--- src/rtl/acc_pipe_pkg.sv ---
// Shared opcode encoding and decode helpers for the accumulator pipeline.
// Assumes a 16-bit instruction with a 4-bit opcode in the top nibble.
package acc_pipe_pkg;

    localparam int INSTR_W = 16;
    localparam int OP_LSB  = 12;

    typedef enum logic [3:0] {
        OP_NOP   = 4'd0,
        OP_LOAD  = 4'd1,
        OP_ADD   = 4'd2,
        OP_SUB   = 4'd3,
        OP_STORE = 4'd4,
        OP_BRZ   = 4'd5,
        OP_JMP   = 4'd6
    } op_e;

    // Map a raw opcode nibble to an operation; unknown codes become no-ops.
    function automatic op_e op_decode(input logic [3:0] raw);
        case (raw)
            4'd1:    return OP_LOAD;
            4'd2:    return OP_ADD;
            4'd3:    return OP_SUB;
            4'd4:    return OP_STORE;
            4'd5:    return OP_BRZ;
            4'd6:    return OP_JMP;
            default: return OP_NOP;
        endcase
    endfunction

    // True for operations that read a data memory operand.
    function automatic logic reads_mem(input op_e op);
        return (op == OP_LOAD) || (op == OP_ADD) || (op == OP_SUB);
    endfunction

endpackage

--- src/rtl/acc_pipe_fetch.sv ---
// Program counter and fetch address generation.
// Assumes a synchronous instruction memory: the address given in one cycle
// yields its word in the next. During a stall the word held in decode is
// fetched again, so no separate instruction hold register is needed.
module acc_pipe_fetch #(
    parameter int IA_W = 8
) (
    input  logic            clk,
    input  logic            rst_n,
    input  logic            stall,
    input  logic            redirect,
    input  logic [IA_W-1:0] target,
    input  logic [IA_W-1:0] de_pc,
    output logic [IA_W-1:0] pc,
    output logic [IA_W-1:0] imem_addr
);

    // Advance, hold or redirect the program counter.
    always_ff @(posedge clk) begin
        if (!rst_n)
            pc <= '0;
        else if (redirect)
            pc <= target;
        else if (!stall)
            pc <= pc + IA_W'(1);
    end

    // Re-fetch the decode-stage word while stalled, otherwise fetch at pc.
    always_comb begin
        imem_addr = stall ? de_pc : pc;
    end

endmodule

--- src/rtl/acc_pipe_decode.sv ---
// Decode stage: splits the instruction into an operation and an address
// field; the effective address is the direct field. Purely combinational.
module acc_pipe_decode
    import acc_pipe_pkg::*;
#(
    parameter int FLD_W = 8
) (
    input  logic [INSTR_W-1:0] instr,
    output op_e                op,
    output logic [FLD_W-1:0]   fld
);

    // Form the operation and the effective-address field.
    always_comb begin
        op  = op_decode(instr[INSTR_W-1:OP_LSB]);
        fld = instr[FLD_W-1:0];
    end

    // Bits between the field and the opcode carry no meaning.
    generate
        if (FLD_W < OP_LSB) begin : g_spare
            logic unused_spare;
            assign unused_spare = ^instr[OP_LSB-1:FLD_W];
        end
    endgenerate

endmodule

--- src/rtl/acc_pipe_hazard.sv ---
// Store-to-load hazard detector. Assumes the data memory returns the old
// word when read and written at the same address in the same cycle, so a
// reader directly behind a matching store must wait one cycle.
module acc_pipe_hazard
    import acc_pipe_pkg::*;
#(
    parameter int DA_W = 8
) (
    input  logic            clk,
    input  logic            rst_n,
    input  logic            of_v,
    input  op_e             of_op,
    input  logic [DA_W-1:0] of_ea,
    input  logic            ex_v,
    input  op_e             ex_op,
    input  logic [DA_W-1:0] ex_ea,
    output logic            stall
);

    // Detect an operand read of the address the executing store writes.
    always_comb begin
        stall = of_v && reads_mem(of_op) && ex_v && (ex_op == OP_STORE)
                && (ex_ea == of_ea);
    end

    AST_STALL_SINGLE: assert property (@(posedge clk) disable iff (!rst_n)
        stall |=> !stall);

endmodule

--- src/rtl/acc_pipe_exec.sv ---
// Execute stage: updates the accumulator, drives the store port and
// resolves branches. Assumes operand data for the executing instruction
// arrives on rdata in this cycle (read issued one cycle earlier).
module acc_pipe_exec
    import acc_pipe_pkg::*;
#(
    parameter int IA_W = 8,
    parameter int DA_W = 8,
    parameter int DW   = 16
) (
    input  logic            clk,
    input  logic            rst_n,
    input  logic            ex_v,
    input  op_e             ex_op,
    input  logic [DA_W-1:0] ex_ea,
    input  logic [IA_W-1:0] ex_tgt,
    input  logic [DW-1:0]   rdata,
    output logic            taken,
    output logic [IA_W-1:0] target,
    output logic            we,
    output logic [DA_W-1:0] waddr,
    output logic [DW-1:0]   wdata
);

    logic [DW-1:0] acc;

    // Accumulator update for valid arithmetic and load operations.
    always_ff @(posedge clk) begin
        if (!rst_n)
            acc <= '0;
        else if (ex_v) begin
            case (ex_op)
                OP_LOAD: acc <= rdata;
                OP_ADD:  acc <= acc + rdata;
                OP_SUB:  acc <= acc - rdata;
                default: acc <= acc;
            endcase
        end
    end

    // Branch resolution and store port drive.
    always_comb begin
        taken  = ex_v && ((ex_op == OP_JMP) || ((ex_op == OP_BRZ) && (acc == '0)));
        target = ex_tgt;
        we     = ex_v && (ex_op == OP_STORE);
        waddr  = ex_ea;
        wdata  = acc;
    end

    AST_ACC_IDLE_HOLD: assert property (@(posedge clk) disable iff (!rst_n)
        !ex_v |=> acc == $past(acc));

endmodule

--- src/rtl/acc_pipe4.sv ---
// Four-stage in-order accumulator pipeline: fetch, decode with effective
// address, operand read, execute. Each stage register carries a valid bit;
// a taken branch in execute clears all younger valid bits, and a store-to-
// load hazard holds fetch, decode and operand read for one cycle.
// Assumes synchronous instruction and data memories with one-cycle latency.
module acc_pipe4
    import acc_pipe_pkg::*;
#(
    parameter int IA_W = 8,
    parameter int DA_W = 8,
    parameter int DW   = 16
) (
    input  logic               clk,
    input  logic               rst_n,
    output logic [IA_W-1:0]    imem_addr,
    input  logic [INSTR_W-1:0] imem_rdata,
    output logic               dmem_re,
    output logic [DA_W-1:0]    dmem_raddr,
    input  logic [DW-1:0]      dmem_rdata,
    output logic               dmem_we,
    output logic [DA_W-1:0]    dmem_waddr,
    output logic [DW-1:0]      dmem_wdata,
    output logic               retire_valid,
    output logic [IA_W-1:0]    retire_pc
);

    localparam int FLD_W = (IA_W > DA_W) ? IA_W : DA_W;

    logic             de_v, of_v, ex_v;
    logic [IA_W-1:0]  de_pc, of_pc, ex_pc;
    op_e              of_op, ex_op, dec_op;
    logic [FLD_W-1:0] of_fld, ex_fld, dec_fld;
    logic [IA_W-1:0]  pc, br_target;
    logic             stall, taken;

    acc_pipe_fetch #(.IA_W(IA_W)) u_fetch (
        .clk(clk), .rst_n(rst_n), .stall(stall), .redirect(taken),
        .target(br_target), .de_pc(de_pc), .pc(pc), .imem_addr(imem_addr)
    );

    acc_pipe_decode #(.FLD_W(FLD_W)) u_decode (
        .instr(imem_rdata), .op(dec_op), .fld(dec_fld)
    );

    acc_pipe_hazard #(.DA_W(DA_W)) u_hazard (
        .clk(clk), .rst_n(rst_n),
        .of_v(of_v), .of_op(of_op), .of_ea(of_fld[DA_W-1:0]),
        .ex_v(ex_v), .ex_op(ex_op), .ex_ea(ex_fld[DA_W-1:0]),
        .stall(stall)
    );

    acc_pipe_exec #(.IA_W(IA_W), .DA_W(DA_W), .DW(DW)) u_exec (
        .clk(clk), .rst_n(rst_n), .ex_v(ex_v), .ex_op(ex_op),
        .ex_ea(ex_fld[DA_W-1:0]), .ex_tgt(ex_fld[IA_W-1:0]),
        .rdata(dmem_rdata), .taken(taken), .target(br_target),
        .we(dmem_we), .waddr(dmem_waddr), .wdata(dmem_wdata)
    );

    // Stage registers: squash on taken branch, hold front on stall, else advance.
    always_ff @(posedge clk) begin
        if (!rst_n) begin
            de_v   <= 1'b0;
            of_v   <= 1'b0;
            ex_v   <= 1'b0;
            de_pc  <= '0;
            of_pc  <= '0;
            ex_pc  <= '0;
            of_op  <= OP_NOP;
            ex_op  <= OP_NOP;
            of_fld <= '0;
            ex_fld <= '0;
        end else if (taken) begin
            de_v <= 1'b0;
            of_v <= 1'b0;
            ex_v <= 1'b0;
        end else if (stall) begin
            ex_v <= 1'b0;
        end else begin
            de_v   <= 1'b1;
            de_pc  <= pc;
            of_v   <= de_v;
            of_pc  <= de_pc;
            of_op  <= dec_op;
            of_fld <= dec_fld;
            ex_v   <= of_v;
            ex_pc  <= of_pc;
            ex_op  <= of_op;
            ex_fld <= of_fld;
        end
    end

    // Operand read port and retire trace.
    always_comb begin
        dmem_re      = of_v && reads_mem(of_op);
        dmem_raddr   = of_fld[DA_W-1:0];
        retire_valid = ex_v;
        retire_pc    = ex_pc;
    end

    AST_SQUASH_YOUNGER: assert property (@(posedge clk) disable iff (!rst_n)
        taken |=> !de_v && !of_v && !ex_v);

    AST_REDIRECT_FETCH: assert property (@(posedge clk) disable iff (!rst_n)
        taken |=> imem_addr == $past(br_target));

    AST_REFILL_GAP: assert property (@(posedge clk) disable iff (!rst_n)
        $past(taken) |-> !retire_valid && !of_v);

    AST_IN_ORDER_FLOW: assert property (@(posedge clk) disable iff (!rst_n)
        (of_v && !stall && !taken) |=> retire_valid && retire_pc == $past(of_pc));

    AST_STALL_BUBBLE: assert property (@(posedge clk) disable iff (!rst_n)
        stall |=> !ex_v && of_v && of_pc == $past(of_pc));

endmodule

--- config.mk ---
export PLATFORM = sky130hd
export DESIGN_NAME = acc_pipe4
export DESIGN_NICKNAME = d
export VERILOG_FILES = /design/src/rtl/acc_pipe_pkg.sv /design/src/rtl/acc_pipe_fetch.sv /design/src/rtl/acc_pipe_decode.sv /design/src/rtl/acc_pipe_hazard.sv /design/src/rtl/acc_pipe_exec.sv /design/src/rtl/acc_pipe4.sv
export SDC_FILE = /design/constraint.sdc
export NUM_CORES = 1
export LEC_CHECK = 0
export BUFFER_PORTS_ARGS = -buffer_cell sky130_fd_sc_hd__buf_2
export CAP_MARGIN = 40
export CORE_MARGIN = 2
export CORE_UTILIZATION = 28
export DETAILED_ROUTE_END_ITERATION = 8
export PLACE_DENSITY = 0.53
export SLEW_MARGIN = 30
export SYNTH_ARGS = -nofsm -noshare
export SYNTH_HDL_FRONTEND = slang
export SYNTH_SLANG_ARGS = --single-unit
--- constraint.sdc ---
create_clock -name clk -period 3.7 [get_ports clk]
set_input_delay 0.555 -clock clk [delete_from_list [all_inputs] [get_ports clk]]
set_output_delay 0.555 -clock clk [all_outputs]
set_load 0.03 [all_outputs]
; ---- Yosys cells after proc, flatten, opt, wreduce, memory -nomap -nowiden
; Cells that the tools add are included.
; Widths: inputs -> output; s select.
[word_totals]
output_inout_bits = 51
regBits = 75
ramBits = 0
inputBits = 34
elab_cells = 56
n_memories = 0
mem_bits_ro = 0
latchBits = 0
[op_classes]
magnitude_cmp = 0
eq_ne = 17
div = 0
mul = 0
n_shift = 0
n_addsub = 3
bitwise = 3
n_reduce_logical = 16
mux = 5
[ops]
columns = operator, count
row1 = $pmux 16 s3, 1
row2 = $eq 4x2->1 const B, 6
row3 = $eq 4x3->1 const B, 6
row4 = $mux 8, 3
row5 = $pmux 3 s6, 1
row6 = $add 16x16->16, 1
row7 = $logic_not 16->1, 1
row8 = $sub 16x16->16, 1
row9 = $eq 4x1->1 const B, 3
row10 = $add 8x1->8 const B, 1
row11 = $eq 8x8->1, 1
row12 = $logic_and 1x1->1, 7
row13 = $reduce_and 2->1, 2
row14 = $logic_or 1x1->1, 3
row15 = $not 1->1, 3
row16 = $reduce_bool 3->1, 1
row17 = $reduce_or 3->1, 1
row18 = $ne 2x2->1 const B, 1
row19 = $reduce_or 2->1, 1

; ---- Logic depth before layout (Yosys ltp)
; Gate-level depths: netlist of run 1.
[logic_depth]
word_depth = 9
ltp_mapped = 15
depth_no_buf = 15

; ---- Cells and area by module
; From an unflattened synthesis of run 1, not the netlist that was laid out.
[hier_totals]
hier_cells = 547
area_unflattened_um2 = 4697.0
[modules_own_cells]
columns = mod, n_inst, cells_per_inst, seq_area_each_um2, area_each_um2
row1 = acc_pipe_exec, 1, 261, 320.3, 1988.2
row2 = acc_pipe4, 1, 195, 1021.0, 1943.1
row3 = acc_pipe_fetch, 1, 60, 160.2, 536.8
row4 = acc_pipe_hazard, 1, 15, 0.0, 118.9
row5 = acc_pipe_decode, 1, 16, 0.0, 110.1

; ---- Worst setup path after synthesis of run 1
; OpenSTA, ideal clock, no wires.
[synth_path]
kind = input to register
startpoint = input dmem_rdata[0]
endpoint = register u_exec.acc[15], in the netlist u_exec.wdata[15]
t_arrival_ns = 3.083
required_ns = 3.608
setup_slack_ns = 0.525
cell_stages = 14
setup_ns = 0.092
n_path_buf = 0
path_cell_list = inv_1 > ha_1 > nor2b_1 > nand3_1 > or4_1 > o31ai_1 > xor2_1 > ha_1 > a211oi_1 > nor2_1 > a211oi_1 > a21oi_1 > xnor2_1 > o32ai_1
[synth_via]
elab_chain_cells = 2
elab_cells_between_ends = 3
classes_between = add/sub: 2 / mux: 1
[synth_rtl]
columns = item, line
row1 = "start, declared", acc_pipe4.sv:19  ; input logic [DW-1:0] dmem_rdata,
row2 = $sub 16x16->16 or $add 16x16->16 (tied branches), "acc_pipe_exec.sv:35, acc_pipe_exec.sv:34"
row3 = $pmux 16 s3 *, acc_pipe_exec.sv:32  ; case (ex_op)
row4 = "end signal, assigned", acc_pipe_exec.sv:33  ; OP_LOAD: acc <= rdata;
row5 = "end signal, assigned", acc_pipe_exec.sv:34  ; OP_ADD: acc <= acc + rdata;
row6 = "end signal, assigned", acc_pipe_exec.sv:35  ; OP_SUB: acc <= acc - rdata;
row7 = "end, declared", acc_pipe_exec.sv:25  ; logic [DW-1:0] acc;
; Every way passes the cells marked *; elsewhere a longest branch is shown, timed or not.
; A chain may end at the register's enable or synchronous reset.

; ---- Worst setup path after layout of run 1
; Same ends and word-level chain as after synthesis.

==> results of run 1 <==
-- worst paths after layout --
| path | end | slack [ns] |
|---|---|---|
| worst max-delay path | u_exec.wdata[15] | 0.39 |
| worst min-delay path | dmem_raddr[6] | 0.45 |
| worst max register to register | u_exec.wdata[10] | 0.53 |
| worst min register to register | retire_pc[2] | 0.45 |
-- worst max-delay path, stage by stage --
cell and delay [ns]:
buf_2 0.12, inv_1 0.08, ha_1 0.16, nor2b_1 0.23, nand3_1 0.12, or4_1 0.46, o31ai_1 0.28, xor2_1 0.18
ha_1 0.33, a211oi_1 0.30, nor2_1 0.10, a211oi_1 0.22, a21oi_1 0.09, xnor2_1 0.14, o32ai_1 0.21
-- power breakdown --
part	internal [mW]	total, mW	switching [mW]
sequential	0.805	0.826	0.0201
combinational	0.0779	0.209	0.131
clock	0.522	0.883	0.361
-- final cells by class --
| type | instances | area share, % |
|---|---|---|
| multi-input cells | 434 | 49.9 |
| clock inverters | 6 | 1.35 |
| repair buffers | 92 | 9.64 |
| well taps | 184 | 4.52 |
| inverters | 19 | 1.40 |
| flip-flops and latches | 73 | 28.7 |
| clock buffers | 9 | 4.43 |
-- registers in the layout, summed over array words and instances (netlist names), 8 cells and up --
name	count
de_pc	8
u_exec.wdata	16
dmem_raddr	8
u_fetch.pc	8
retire_pc	8
of_pc	8
ex_fld	8
-- Yosys cell counts, drive strengths merged, types with 5 or more instances --
library cell	count	area, um^2
nand2	118	443
a21oi	78	390
dfxtp	73	1460
nor2	43	161
inv	19	71.3
o21ai	18	90.1
ha	17	213
xor2	17	149
xnor2	15	131
buf	13	118
clkbuf	13	48.8
nand3	11	55.1
nor3	10	66.3
a31oi	9	56.3
nor4	7	43.8
and3	6	37.5
mux2i	5	50.1
nand2b	5	31.3
o211ai	5	37.5
or3	5	31.3
-- through the flow --
| step | util, % | area [um^2] |
|---|---|---|
| after floorplan | - | 4240 |
| after global placement | 32.6 | 4780 |
| after detailed placement | 32.7 | 4790 |
| after CTS | 34.7 | 5080 |
| after global routing | 34.7 | 5090 |
| final | 34.7 | 5090 |
-- per-layer routing --
layer / share of wire, % / track usage [%] / wire (um) / vias to the layer above
met1: 46 / 19.3 / 5610 / 1961
met3: 4.4 / 3.31 / 537 / 15
met5: 0 / 0 / 0 / -
li1: - / - / - / 2105
met4: 1.4 / 4.78 / 170 / 0
met2: 48 / 26.4 / 5790 / 93
-- kinds of logic after synthesis --
group	Yosys count
flops	73
buf+inv	45
fa+ha+maj	18
mux	9
compound gates	147
simple gates	228
xor+xnor	32
==> run summary, run 1 <==
Pre-antenna DRT Iters -> 4
Ys flop type -> dfxtp_1
Setup TNS -> 0 ns
WL per Instance -> 14.8 um
Most common cell after layout, fill and taps aside -> nand2_1
Worst setup SP type -> input port
DR DRC count -> 0
Xor and xnor area share after synthesis -> 6.61%
Crit share post-route -> 89.4%
Simple-gate share of the synthesized area -> 24.8%
Async set-reset flop share out of synthesis -> 0%
H-tree depth -> 3
Clk Latency, worst-skew pair -> 0.34 ns
Sequential cell area -> 1460 um^2
Die width -> 127 um
CP endpoint kind -> flop
Final wirelength -> 12100 um
Final setup violation count -> 0
Static leakage -> 2.16 nW
RSZ-0062 raised after global routing -> no
Place WS -> 0.0543 ns
FMAX -> 302 MHz
Pwr dens -> 377 nW/um^2
Die footprint -> 16100 um^2
Avg Cell Area, Syn -> 7.68 um^2
Syn_nets -> 604
Hpwl dp -> 8810 um
FP Rows -> 44
Synth Cell Area -> 4240 um^2
Critical Path Fanout Max -> 8
Worst Hold Slack -> 0.449 ns
Worst Hold Path Cells -> 3
First-pass GRT wire length -> 19900 um
Via density per instance -> 5.11
Gr usage total -> 15.3%
CTS tree -> yes
Slew Limit Fails -> 0
Root buf cell -> clkbuf_16
Vias after detailed routing -> 4174
Synth Register Bits -> 73
Slew at the pin closest to its max-slew limit -> 0.716 ns
Num ports -> 85
Layout cells sized above 1 -> 18.6%
PortBufs -> 80
Largest net degree at the start of global routing -> 41
Clock buffer depth -> 2
Crit path time final -> 3.31 ns
Largest family of logic cells by synthesized area -> simple AND/OR/NAND/NOR gates
Initial detailed-routing violation count -> 283
Post-synthesis cell type count -> 58
Reg clk slew, reported paths -> 0.06 ns
Crit path kind -> in -> reg
Final Hold Fails -> 0
CP Data Required Time -> 3.95 ns
Seq/Total Area, Yosys -> 34.5%
Synth Area in Adders -> 5.49%
Fill cell count -> 1595
Nets -> 681
Clock Skews -> 0.00723 ns
Initial antenna violation count -> 0
Cts bufs inserted -> 9
Critical path startpoint -> dmem_rdata[0]
Antenna diodes -> 0
Status -> finished clean
Maxcap violations -> 0
Placed insts -> 801
Reg2reg path depth -> 11
Sink Count -> 73
Grt ovf -> 0
VDD IR max -> 0.207 mV
Setup bufs post-CTS -> 0
Compound-Gate Fraction of Synth Area -> 20.8%
Post-cts sizing count -> 0
Worst relative slew slack -> 51.9%
Vias in the first global route -> 4040
DIE HEIGHT -> 127 um
Post-Syn Instances -> 552
Critical path data arrival time -> 3.56 ns
HP Start -> imem_rdata[6]
Pwr Total -> 1.92 mW
Mux cell area share after synthesis -> 2.24%
Antenna viol nets, final -> 0
Core area -> 14600 um^2
Final Non-Filler Cells -> 817
Worst setup margin -> 0.391 ns
Min-Delay Path Class -> in -> reg
Synth Warn # -> 0
R2r startpoint -> ex_op[2]
Initial Util -> 29.0%
EDFF count, synth -> 0
GP Congestion -> 0.882
Multi-input gate area -> 2540 um^2
Most frequent cells in the layout -> nand2_1 (118), buf_2 (80), a21oi_1 (78)
Post-CTS Hold Buffers -> 0
Layout area overhead -> 20.0%
Note: power is estimated with default switching activity, not from simulation.
==> inputs of run 2 (changes only) <==
==> constraint.sdc (replaced) <==
create_clock -name clk -period 3.7 [get_ports clk]
set_input_delay 0.37 -clock clk [delete_from_list [all_inputs] [get_ports clk]]
set_output_delay 0.37 -clock clk [all_outputs]
set_load 0.03 [all_outputs]
==> run summary, run 2 (synthesis results as in run 1) <==
Slew Limit Fails -> 0
Grt ovf -> 0
Crit path kind -> reg -> reg
Largest net degree at the start of global routing -> 49
Slew at the pin closest to its max-slew limit -> 0.697 ns
First-pass GRT wire length -> 19900 um
Most common cell after layout, fill and taps aside -> nand2_1
Min-Delay Path Class -> in -> reg
Initial antenna violation count -> 0
Critical path data arrival time -> 3.49 ns
Sink Count -> 73
Vias in the first global route -> 4077
GP Congestion -> 0.886
Antenna diodes -> 0
Initial Util -> 29.0%
Cts bufs inserted -> 9
PortBufs -> 80
Crit path time final -> 3.25 ns
Crit share post-route -> 87.9%
Num ports -> 85
RR Endpoint -> u_exec.wdata[13]
Status -> finished clean
Gr usage total -> 15.2%
Pre-antenna DRT Iters -> 5
DR DRC count -> 0
Root buf cell -> clkbuf_16
R2R setup slack -> 0.45 ns
Initial detailed-routing violation count -> 228
Via density per instance -> 5.11
Hold EP -> dmem_raddr[4]
Critical path startpoint -> ex_op[2]
Hpwl dp -> 8890 um
Pwr Total -> 1.96 mW
Worst Hold Path Cells -> 3
Worst relative slew slack -> 53.2%
Clock Skews -> 0.0123 ns
VDD IR max -> 0.223 mV
Most frequent cells in the layout -> nand2_1 (118), buf_2 (80), a21oi_1 (78)
H-tree depth -> 3
Layout cells sized above 1 -> 18.8%
DIE HEIGHT -> 127 um
Worst setup SP type -> flop
Die width -> 127 um
Setup TNS -> 0 ns
Antenna viol nets, final -> 0
Post-cts sizing count -> 0
Static leakage -> 2.17 nW
Clock buffer depth -> 2
Setup bufs post-CTS -> 0
Final setup violation count -> 0
Reg2reg path depth -> 11
R2r startpoint -> ex_op[2]
CP Data Required Time -> 3.93 ns
Critical Path Fanout Max -> 10
Maxcap violations -> 0
WL per Instance -> 14.8 um
RSZ-0062 raised after global routing -> no
Layout area overhead -> 20.3%
FP Rows -> 44
CP endpoint kind -> flop
Post-CTS Hold Buffers -> 0
Clk Latency, worst-skew pair -> 0.34 ns
Core area -> 14600 um^2
Vias after detailed routing -> 4184
Die footprint -> 16100 um^2
Fill cell count -> 1560
Reg clk slew, reported paths -> 0.07 ns
Final wirelength -> 12100 um
Pwr dens -> 385 nW/um^2
Max reg flops -> 16
Nets -> 681
FMAX -> 307 MHz
HP Start -> imem_rdata[4]
CTS tree -> yes
Final Hold Fails -> 0
Util after Layout -> 34.8%
==> run 2: cell count changes in the layout (fill, tap and decap cells not counted), sizes merged <==
cell,before,now
inv,20,24
clkinv,3,0
buf,92,91
clkbuf,9,10
==> run 2: power by group <==
part	total [mW]	internal (mW)	leakage, nW	switching (mW)
clock	0.927	0.535	0.148	0.392
sequential	0.826	0.805	0.594	0.0208
combinational	0.209	0.0782	1.43	0.131
==> run 2: metrics by stage <==
stage	hold slack [ns]	instance area, um^2	std cells	worst slack (ns)
floorplan	0.430	4240	552	0.710
global placement	0.437	4780	800	0.354
detailed placement	0.447	4790	801	0.319
CTS	0.252	5090	817	0.449
global route	0.267	5100	818	0.187
finish	0.257	5100	818	0.447
==> run 2: layer usage <==
layer,vias up,track usage (%),wire length (um)
li1,2093,-,-
met1,1964,19.2,5600
met2,112,25.5,5640
met3,15,3.85,684
met4,0,5.17,176
met5,-,0,0
==> run 2: critical path, cell delays in order (launching register included) <==
cell	delay, ns
dfxtp_1	0.41
nor2b_1	0.36
and2_1	0.42
nor2_1	0.10
xnor2_1	0.14
ha_1	0.34
o21ai_0	0.18
a21oi_1	0.10
a21oi_1	0.38
a21oi_1	0.13
or3_1	0.33
a31o_2	0.24
==> run 2: how the worst max path moves through the flow <==
stage / to / cells past startpoint
6_report: u_exec.wdata[13] / 11
5_1_grt: u_exec.wdata[10] / 11
4_1_cts: u_exec.wdata[13] / 11
3_5_place_dp: u_exec.wdata[15] / 15
3_3_place_gp: u_exec.wdata[15] / 15
2_1_floorplan: u_exec.wdata[15] / 14
==> run 2: layout make-up <==
cell class / instances / area [um^2] / area share [%]
Sequential cell: 73 / 1460 / 28.6
Timing Repair Buffer: 92 / 490 / 9.61
Tap cell: 184 / 230 / 4.51
Clock buffer: 9 / 225 / 4.42
Clock inverter: 7 / 81.3 / 1.59
Multi-Input combinational cell: 434 / 2540 / 49.8
Inverter: 19 / 71.3 / 1.40
